## src/rtl/challoc_pkg.sv

```systemverilog
package challoc_pkg;
   localparam int MAX_CH     = 32;
   localparam int LEVEL_LSB  = 2;
   localparam int LEVEL_BITS = 2;
   localparam int NUM_LEVELS = 1 << LEVEL_BITS;

   // Priority level of a channel: index bits [LEVEL_LSB+LEVEL_BITS-1:LEVEL_LSB].
   function automatic int level_of(input int ch);
      return (ch >> LEVEL_LSB) & (NUM_LEVELS - 1);
   endfunction

   // Membership mask of one level among the first n channels.
   function automatic logic [MAX_CH-1:0] level_mask(input int n, input int lvl);
      logic [MAX_CH-1:0] m;
      m = '0;
      for (int i = 0; i < MAX_CH; i++)
         if (i < n && level_of(i) == lvl) m[i] = 1'b1;
      return m;
   endfunction
endpackage

```

## src/rtl/challoc_lsb_pick.sv

```systemverilog
// Lowest-set-bit encoder.
module challoc_lsb_pick #(
   parameter int W  = 8,
   parameter int IW = 3
) (
   input  logic [W-1:0]  cand,
   output logic          hit,
   output logic [IW-1:0] pos
);
   always_comb begin
      hit = 1'b0;
      pos = '0;
      for (int i = W - 1; i >= 0; i--) begin
         if (cand[i]) begin
            hit = 1'b1;
            pos = IW'(i);
         end
      end
   end
endmodule

```

## src/rtl/challoc_search.sv

```systemverilog
// Level-ordered search: first non-empty level wins, lowest index inside it.
module challoc_search
   import challoc_pkg::*;
#(
   parameter int NUM_CH = 32,
   parameter int IDXW   = 5
) (
   input  logic [NUM_CH-1:0] avail,
   output logic              found,
   output logic [IDXW-1:0]   pick
);
   logic [NUM_LEVELS-1:0] lvl_hit;
   logic [IDXW-1:0]       lvl_pos [NUM_LEVELS];

   for (genvar lv = 0; lv < NUM_LEVELS; lv++) begin : g_level
      localparam logic [MAX_CH-1:0] FULL_MASK = level_mask(NUM_CH, lv);
      localparam logic [NUM_CH-1:0] MASK      = FULL_MASK[NUM_CH-1:0];
      logic [NUM_CH-1:0] cand;
      assign cand = avail & MASK;
      challoc_lsb_pick #(.W(NUM_CH), .IW(IDXW)) u_pick (
         .cand (cand),
         .hit  (lvl_hit[lv]),
         .pos  (lvl_pos[lv])
      );
   end

   always_comb begin
      found = 1'b0;
      pick  = '0;
      for (int lv = NUM_LEVELS - 1; lv >= 0; lv--) begin
         if (lvl_hit[lv]) begin
            found = 1'b1;
            pick  = lvl_pos[lv];
         end
      end
   end
endmodule

```

## src/rtl/challoc_busy_reg.sv

```systemverilog
// Busy bitmap; release is applied before the set of a grant.
module challoc_busy_reg #(
   parameter int NUM_CH = 32,
   parameter int IDXW   = 5
) (
   input  logic              clk,
   input  logic              rst_n,
   input  logic              set_en,
   input  logic [IDXW-1:0]   set_idx,
   input  logic              clr_en,
   input  logic [IDXW-1:0]   clr_idx,
   output logic [NUM_CH-1:0] busy,
   output logic [NUM_CH-1:0] avail
);
   logic [NUM_CH-1:0] clr_mask, set_mask, after_clr;

   for (genvar i = 0; i < NUM_CH; i++) begin : g_dec
      assign clr_mask[i] = clr_en && (clr_idx == IDXW'(i));
      assign set_mask[i] = set_en && (set_idx == IDXW'(i));
   end

   assign after_clr = busy & ~clr_mask;
   assign avail     = ~after_clr;

   always_ff @(posedge clk) begin
      if (!rst_n) busy <= '0;
      else        busy <= after_clr | set_mask;
   end
endmodule

```

## src/rtl/prio_chan_alloc.sv

```systemverilog
module prio_chan_alloc
   import challoc_pkg::*;
#(
   parameter int NUM_CH = 32,
   parameter int IDXW   = (NUM_CH > 1) ? $clog2(NUM_CH) : 1
) (
   input  logic              clk,
   input  logic              rst_n,
   input  logic              alloc_req,
   output logic              alloc_gnt,
   output logic              alloc_none,
   output logic [IDXW-1:0]   alloc_idx,
   input  logic              rel_req,
   input  logic [IDXW-1:0]   rel_idx,
   output logic [NUM_CH-1:0] busy_map
);
   if (NUM_CH < 1 || NUM_CH > MAX_CH) begin : g_bad_count
      $error("prio_chan_alloc: NUM_CH out of range");
   end
   if ((1 << IDXW) < NUM_CH) begin : g_bad_width
      $error("prio_chan_alloc: IDXW too narrow");
   end

   logic [NUM_CH-1:0] avail;
   logic              found;
   logic [IDXW-1:0]   pick;

   challoc_busy_reg #(.NUM_CH(NUM_CH), .IDXW(IDXW)) u_busy (
      .clk     (clk),
      .rst_n   (rst_n),
      .set_en  (alloc_gnt),
      .set_idx (pick),
      .clr_en  (rel_req),
      .clr_idx (rel_idx),
      .busy    (busy_map),
      .avail   (avail)
   );

   challoc_search #(.NUM_CH(NUM_CH), .IDXW(IDXW)) u_search (
      .avail (avail),
      .found (found),
      .pick  (pick)
   );

   assign alloc_gnt  = alloc_req && found;
   assign alloc_none = alloc_req && !found;
   assign alloc_idx  = pick;
endmodule

```

## config.mk

```make
export PLATFORM = sky130hd
export DESIGN_NAME = prio_chan_alloc
export DESIGN_NICKNAME = d
export VERILOG_FILES = /design/src/rtl/challoc_pkg.sv /design/src/rtl/challoc_lsb_pick.sv /design/src/rtl/challoc_search.sv /design/src/rtl/challoc_busy_reg.sv /design/src/rtl/prio_chan_alloc.sv
export SDC_FILE = /design/constraint.sdc
export NUM_CORES = 1
export LEC_CHECK = 0
export BUFFER_PORTS_ARGS = -buffer_cell sky130_fd_sc_hd__clkbuf_2
export CORE_ASPECT_RATIO = 0.6
export CORE_MARGIN = 2
export CORE_UTILIZATION = 50
export CTS_CLUSTER_DIAMETER = 150
export DETAILED_ROUTE_END_ITERATION = 10
export PLACE_DENSITY = 0.74
export RECOVER_POWER = 100
export SLEW_MARGIN = 15
export SYNTH_ARGS = -nofsm -noshare
export SYNTH_HDL_FRONTEND = slang
export SYNTH_SLANG_ARGS = --single-unit
```

## constraint.sdc

```tcl
create_clock -name clk -period 2.3 [get_ports clk]
set_input_delay 0.115 -clock clk [delete_from_list [all_inputs] [get_ports clk]]
set_output_delay 0.115 -clock clk [all_outputs]
set_load 0.02 [all_outputs]
```

Yosys cells after proc, flatten, opt, wreduce, memory -nomap -nowiden
Index checks and enable logic that the tools add are counted.

storage, ports and cells
  bits in registers = 32
  input bits = 9
  output and inout port bits = 39
  word-level logic and storage cells = 208

cells by class
  equality and inequality tests = 62
  muxes and demuxes = 72
  bitwise logic cells = 4
  reduce and logical (&&, ||, !) cells = 69

operators with widths
  cell                                                 count
  2-to-1 mux 5 bit                                     36
  equality test 5 bit, second input constant           32
  equality test 5 x 4 -> 1 bit, second input constant  16
  logical AND 1 bit                                    66
  inverter 32 bit                                      2
  equality test 5 x 3 -> 1 bit, second input constant  8
  2-to-1 mux 1 bit                                     36
  bitwise AND 32 bit                                   1
  bitwise OR 32 bit                                    1
  equality test 5 x 2 -> 1 bit, second input constant  4
  equality test 5 x 1 -> 1 bit, second input constant  2
  logical NOT 5 bit                                    2
  logical NOT 1 bit                                    1

Longest topological paths before layout
  depth after elaboration = 20
  gate-level depth with buffers = 12
  mapped depth without buffers = 8

Modules after synthesis
A second synthesis with hierarchy kept.

unflattened totals
  cells, all modules = 450
  area total of the unflattened synthesis = 3151.8 µm²

modules (own cells, without submodules)
  module            instances  cells an instance  area each (µm²)  seq. area each (µm²)
  challoc_busy_reg  1          162                1492.7           640.6
  challoc_lsb_pick  4          65                 370.4            0.0
  challoc_search    1          26                 161.4            0.0
  prio_chan_alloc   1          2                  16.3             0.0

Worst setup path after synthesis
No wires, ideal clock.

  path type = register to register
  start = register u_busy.busy[1]
  end = register u_busy.busy[30]
  library setup time = 87 ps
  data arrival time = 2086 ps
  required time = 2213 ps
  slack = 127 ps
  cell stages (with the launch flop) = 9
  buffers on the path = 1
  period minus slack after synthesis = 2173 ps
  cell sequence = dfxtp_1 -> and2_1 -> and4_4 -> buf_6 -> and2_4 -> nand2_2 -> or4_1 -> or2_1 -> o31ai_1

on the way
  longest elaborated chain between the ends = 8
  elaborated cells on any way between the ends = 12
  classes of those cells = eq/ne (1); mux (6); bitwise (3); reduce/logical (2)

RTL lines
  element                                                                    RTL line                                       RTL
  from (decl)                                                                challoc_busy_reg.sv:12                         output logic [NUM_CH-1:0] busy,
  from (signal assigned)                                                     challoc_busy_reg.sv:27                         else busy <= after_clr | set_mask;
  bitwise AND 32 bit *                                                       challoc_busy_reg.sv:22                         assign after_clr = busy & ~clr_mask;
  inverter 32 bit *                                                          challoc_busy_reg.sv:23                         assign avail = ~after_clr;
  2-to-1 mux 5 bit / 2-to-1 mux 1 bit (equally long branches) (2 in series)  challoc_lsb_pick.sv:14                         if (cand[i]) begin
  2-to-1 mux 5 bit / 2-to-1 mux 1 bit (equally long branches)                challoc_search.sv:31                           if (lvl_hit[lv]) begin
  equality test 5 bit / logical AND 1 bit (equally long branches)            challoc_busy_reg.sv:19, prio_chan_alloc.sv:45
  logical AND 1 bit *                                                        challoc_busy_reg.sv:19                         assign set_mask[i] = set_en && (set_idx == IDXW'(i));
  bitwise OR 32 bit *                                                        challoc_busy_reg.sv:27

Every way passes the cells marked *; elsewhere a longest branch is shown, timed or not.
A chain may end at the register's enable or synchronous reset.

Worst setup path in the final report
  start = register u_busy.busy[14]
  end = output port alloc_idx[0]

on the way
  longest elaborated chain between the ends = 9
  elaborated cells on any way between the ends = 12
  classes of those cells = mux (10); bitwise (2)

RTL lines
  element                                                                    RTL line                RTL
  bitwise AND 32 bit *                                                       challoc_busy_reg.sv:22
  inverter 32 bit *                                                          challoc_busy_reg.sv:23
  2-to-1 mux 5 bit / 2-to-1 mux 1 bit (equally long branches) (3 in series)  challoc_lsb_pick.sv:14
  2-to-1 mux 5 bit * (4 in series)                                           challoc_search.sv:31
  to (decl)                                                                  prio_chan_alloc.sv:12   output logic [IDXW-1:0] alloc_idx,

Marks and branches as above.

==> reports/qor.yml <==
run_status:
  status: "complete, no violations"
global_routing:
  track_usage: 0.350
  grt_pass1_vias: 2683
  grt_pass1_wl_um: 14100
  antenna_found_initial: 0
  grt.overflow.total: 0
  grt_max_degree: 28
drt:
  drtIter0Drc: 289
  drc: 0
  drt-wirelength-per-cell_um: 20.3
  postRouteAntennaNets: 0
  routed_via_density: 6.64
  drtPass1Iterations: 6
  via_count: 3047
  wl_um: 9320
final_layout:
  fin_nets: 405
  drive_gt1_frac: 0.460
  reg_top3: "u_busy.busy (32)"
  regMostFlops: "u_busy.busy"
  syn_to_final_growth_pct: 43.1
  stdcell_count: 459
  largest_reg_flops: 32
  diodes: 0
worst_setup_path:
  slowest_stage: "dfxtp_2"
  worst-path-max-fanout: 4
  path_common_cell: "buf_6"
  crit_arrival_ns: 2.15
  cp_slowest_stage_delay_ns: 0.36
  required_ns: 2.18
  path_cells: "buf_6 > nand2_1 > a221oi_2 > a221oi_1 > buf_4 > o41ai_4 > o211a_1 > buf_6 > clkbuf_4"
  cp-end-kind: "primary output"
  crit_type: "reg -> out"
  cp-start-kind: "flip-flop"
floorplan:
  boundaryPins: 48
  die_x_um: 92.6
  rows: 19
  core_region_area_um2: 4540
  initial_utilization: 0.518
  die_y_um: 57.1
  die_area_um2: 5290
placed_design:
  globalplace.congestion: 0.973
  port_buffers: 47
  hpwl_um: 6770
  dp.cells: 442
sta:
  tns_ns: 0
  min_period_ns: 2.26
  hold_viol: 0
  fin_crit_sh: 0.983
  slew_viol_final: 0
  setup_viol: 0
  fmax_mhz: 442
  slew_headroom: 0.635
  worstMarginPinSlew_ns: 0.542
  hold_slack_ns: 0.219
  rsz0062_at_grt: "true"
  finClkSkew_ns: 0.00317
clock_network:
  cts_tree: "built"
  cts.sinks: 32
  clk_latency_ns: 0.29
  cts_buffers: 5
  cts_root_buf: "clkbuf_8"
  htreeDepth: 2
  clkTransAtPathRegs_ns: 0.07
  cts.path.max_buffers: 2
pwr:
  internal_power_w: 0.000907
  vdd_ir_drop_max_mv: 0.262
  p_switching_w: 0.000373
  power_per_cell_area_nw_per_um2: 380
  clockPowerShare: 0.379
  switching_share: 0.291
  combPwrFrac: 0.184
  leakage_nw: 1.36
  pwr-share-seq: 0.437
synthesis:
  synth_most_common_cell: "dfxtp_1"
  synthTopCellsByCount: "32 x dfxtp_1, 30 x nand2_1, 28 x o211ai_1"
  synthTopCellsByArea: "dfxtp_1 27%, o211ai_1 8.9%, nand2_1 4.8%"
  synth_nets: 292
  syn_area_um2: 2350
  async_reset_ff_frac: 0
  yosysTopAreaCellShare: 0.272
  synthCells: 283
  seq_area_frac_synth: 0.272
  yosys.area.top_type: "dfxtp_1"
  yosysUniqueCellTypes: 63
  ys_seq_elements: 32
  yosys_warnings: 0
  syn_area_per_cell_um2: 8.32
  synthFlopType: "dfxtp_1"
  synth_edf_count: 0
min_path:
  hp-class: "in -> reg"
flow_run:
  max-cap-violations: 0
[cell usage in the layout, fill, tap and decap left out, types with 4 or more instances in the layout]
| master | n |
|---|---|
| clkbuf_1 | 12 |
| dfxtp_1 | 18 |
| buf_4 | 78 |
| o211ai_1 | 28 |
| inv_1 | 5 |
| clkbuf_8 | 7 |
| dfxtp_2 | 10 |
| mux2i_1 | 5 |
| nor2_1 | 11 |
| o41ai_2 | 4 |
| clkbuf_2 | 33 |
| o31ai_2 | 7 |
| nand3_1 | 20 |
| o21ai_0 | 10 |
| o31ai_1 | 12 |
| nand2b_1 | 5 |
| nand4_1 | 6 |
| dfxtp_4 | 4 |
| a21oi_1 | 11 |
| nand2_1 | 28 |
[per-stage QoR]
step	setup WS [ns]	power (W)	instance area, um^2	utilization
after floorplan	0.127	0.000698	2350	-
after global placement	-0.210	0.000784	3060	0.674
after detailed placement	-0.213	0.000786	3060	0.674
after CTS	0.00374	0.00127	3220	0.710
after global routing	-0.0402	0.00131	3370	0.742
final	0.0385	0.00128	3370	0.742
[power by group through the flow]
| stage | combinational (W) | clock (W) | sequential [W] |
|---|---|---|---|
| 6_report | 0.000235 | 0.000485 | 0.000560 |
| 5_1_grt | 0.000246 | 0.000500 | 0.000560 |
| 2_1_floorplan | 0.000117 | 0 | 0.000581 |
| 3_3_place_gp | 0.000208 | 0 | 0.000577 |
| 3_5_place_dp | 0.000209 | 0 | 0.000577 |
| 4_1_cts | 0.000221 | 0.000482 | 0.000564 |
[final cells by class]
class | instances | area, um^2
sequential | 32 | 668
multi-input combinational | 224 | 1660
clock buffer | 7 | 96.3
timing repair buffer | 127 | 831
inverter | 6 | 30.0
fill | 361 | 1170
tap | 63 | 78.8
[worst max-delay path, delay by kind of cell, from the launching register on]
kind	cells	cell delay, ns
buffers and inverters	4	0.54
AO/OA/AOI/OAI	4	0.88
AND/OR/NAND/NOR	1	0.07
flip-flops	1	0.36
[layer usage]
layer  vias to the layer above  routed length [um]  part of all wire  global-route usage
li1                       1345                   -                 -                   -
met1                      1419                4030              0.43               0.499
met2                       231                3770              0.40               0.506
met3                        52                1190              0.13               0.116
met4                         0                 330             0.035               0.104
met5                         -                   0                 0                   0
[cell families after synthesis]
kind of cell / count (synthesis) / synth area share
simple gates: 115 / 0.288
flops: 32 / 0.272
buf+inv: 27 / 0.0680
compound gates: 104 / 0.350
mux: 5 / 0.0213
[repair_timing]
action                     in CTS  in global routing
hold buffers                    0                  0
setup buffers                   3                  8
setup endpoints to repair      17                 17
gates resized for setup        17                 34
pin swaps                       4                  9
hold endpoints to repair        0                  0
[final timing paths]
path,slack (ns),end,cells after the start,from
max,0.04,alloc_idx[0],9,u_busy.busy[14]
min,0.22,u_busy.busy[18],3,alloc_req
max reg2reg,0.04,u_busy.busy[30],7,u_busy.busy[7]
min reg2reg,0.49,u_busy.busy[11],2,u_busy.busy[11]
(Power assumes the default switching activity.)
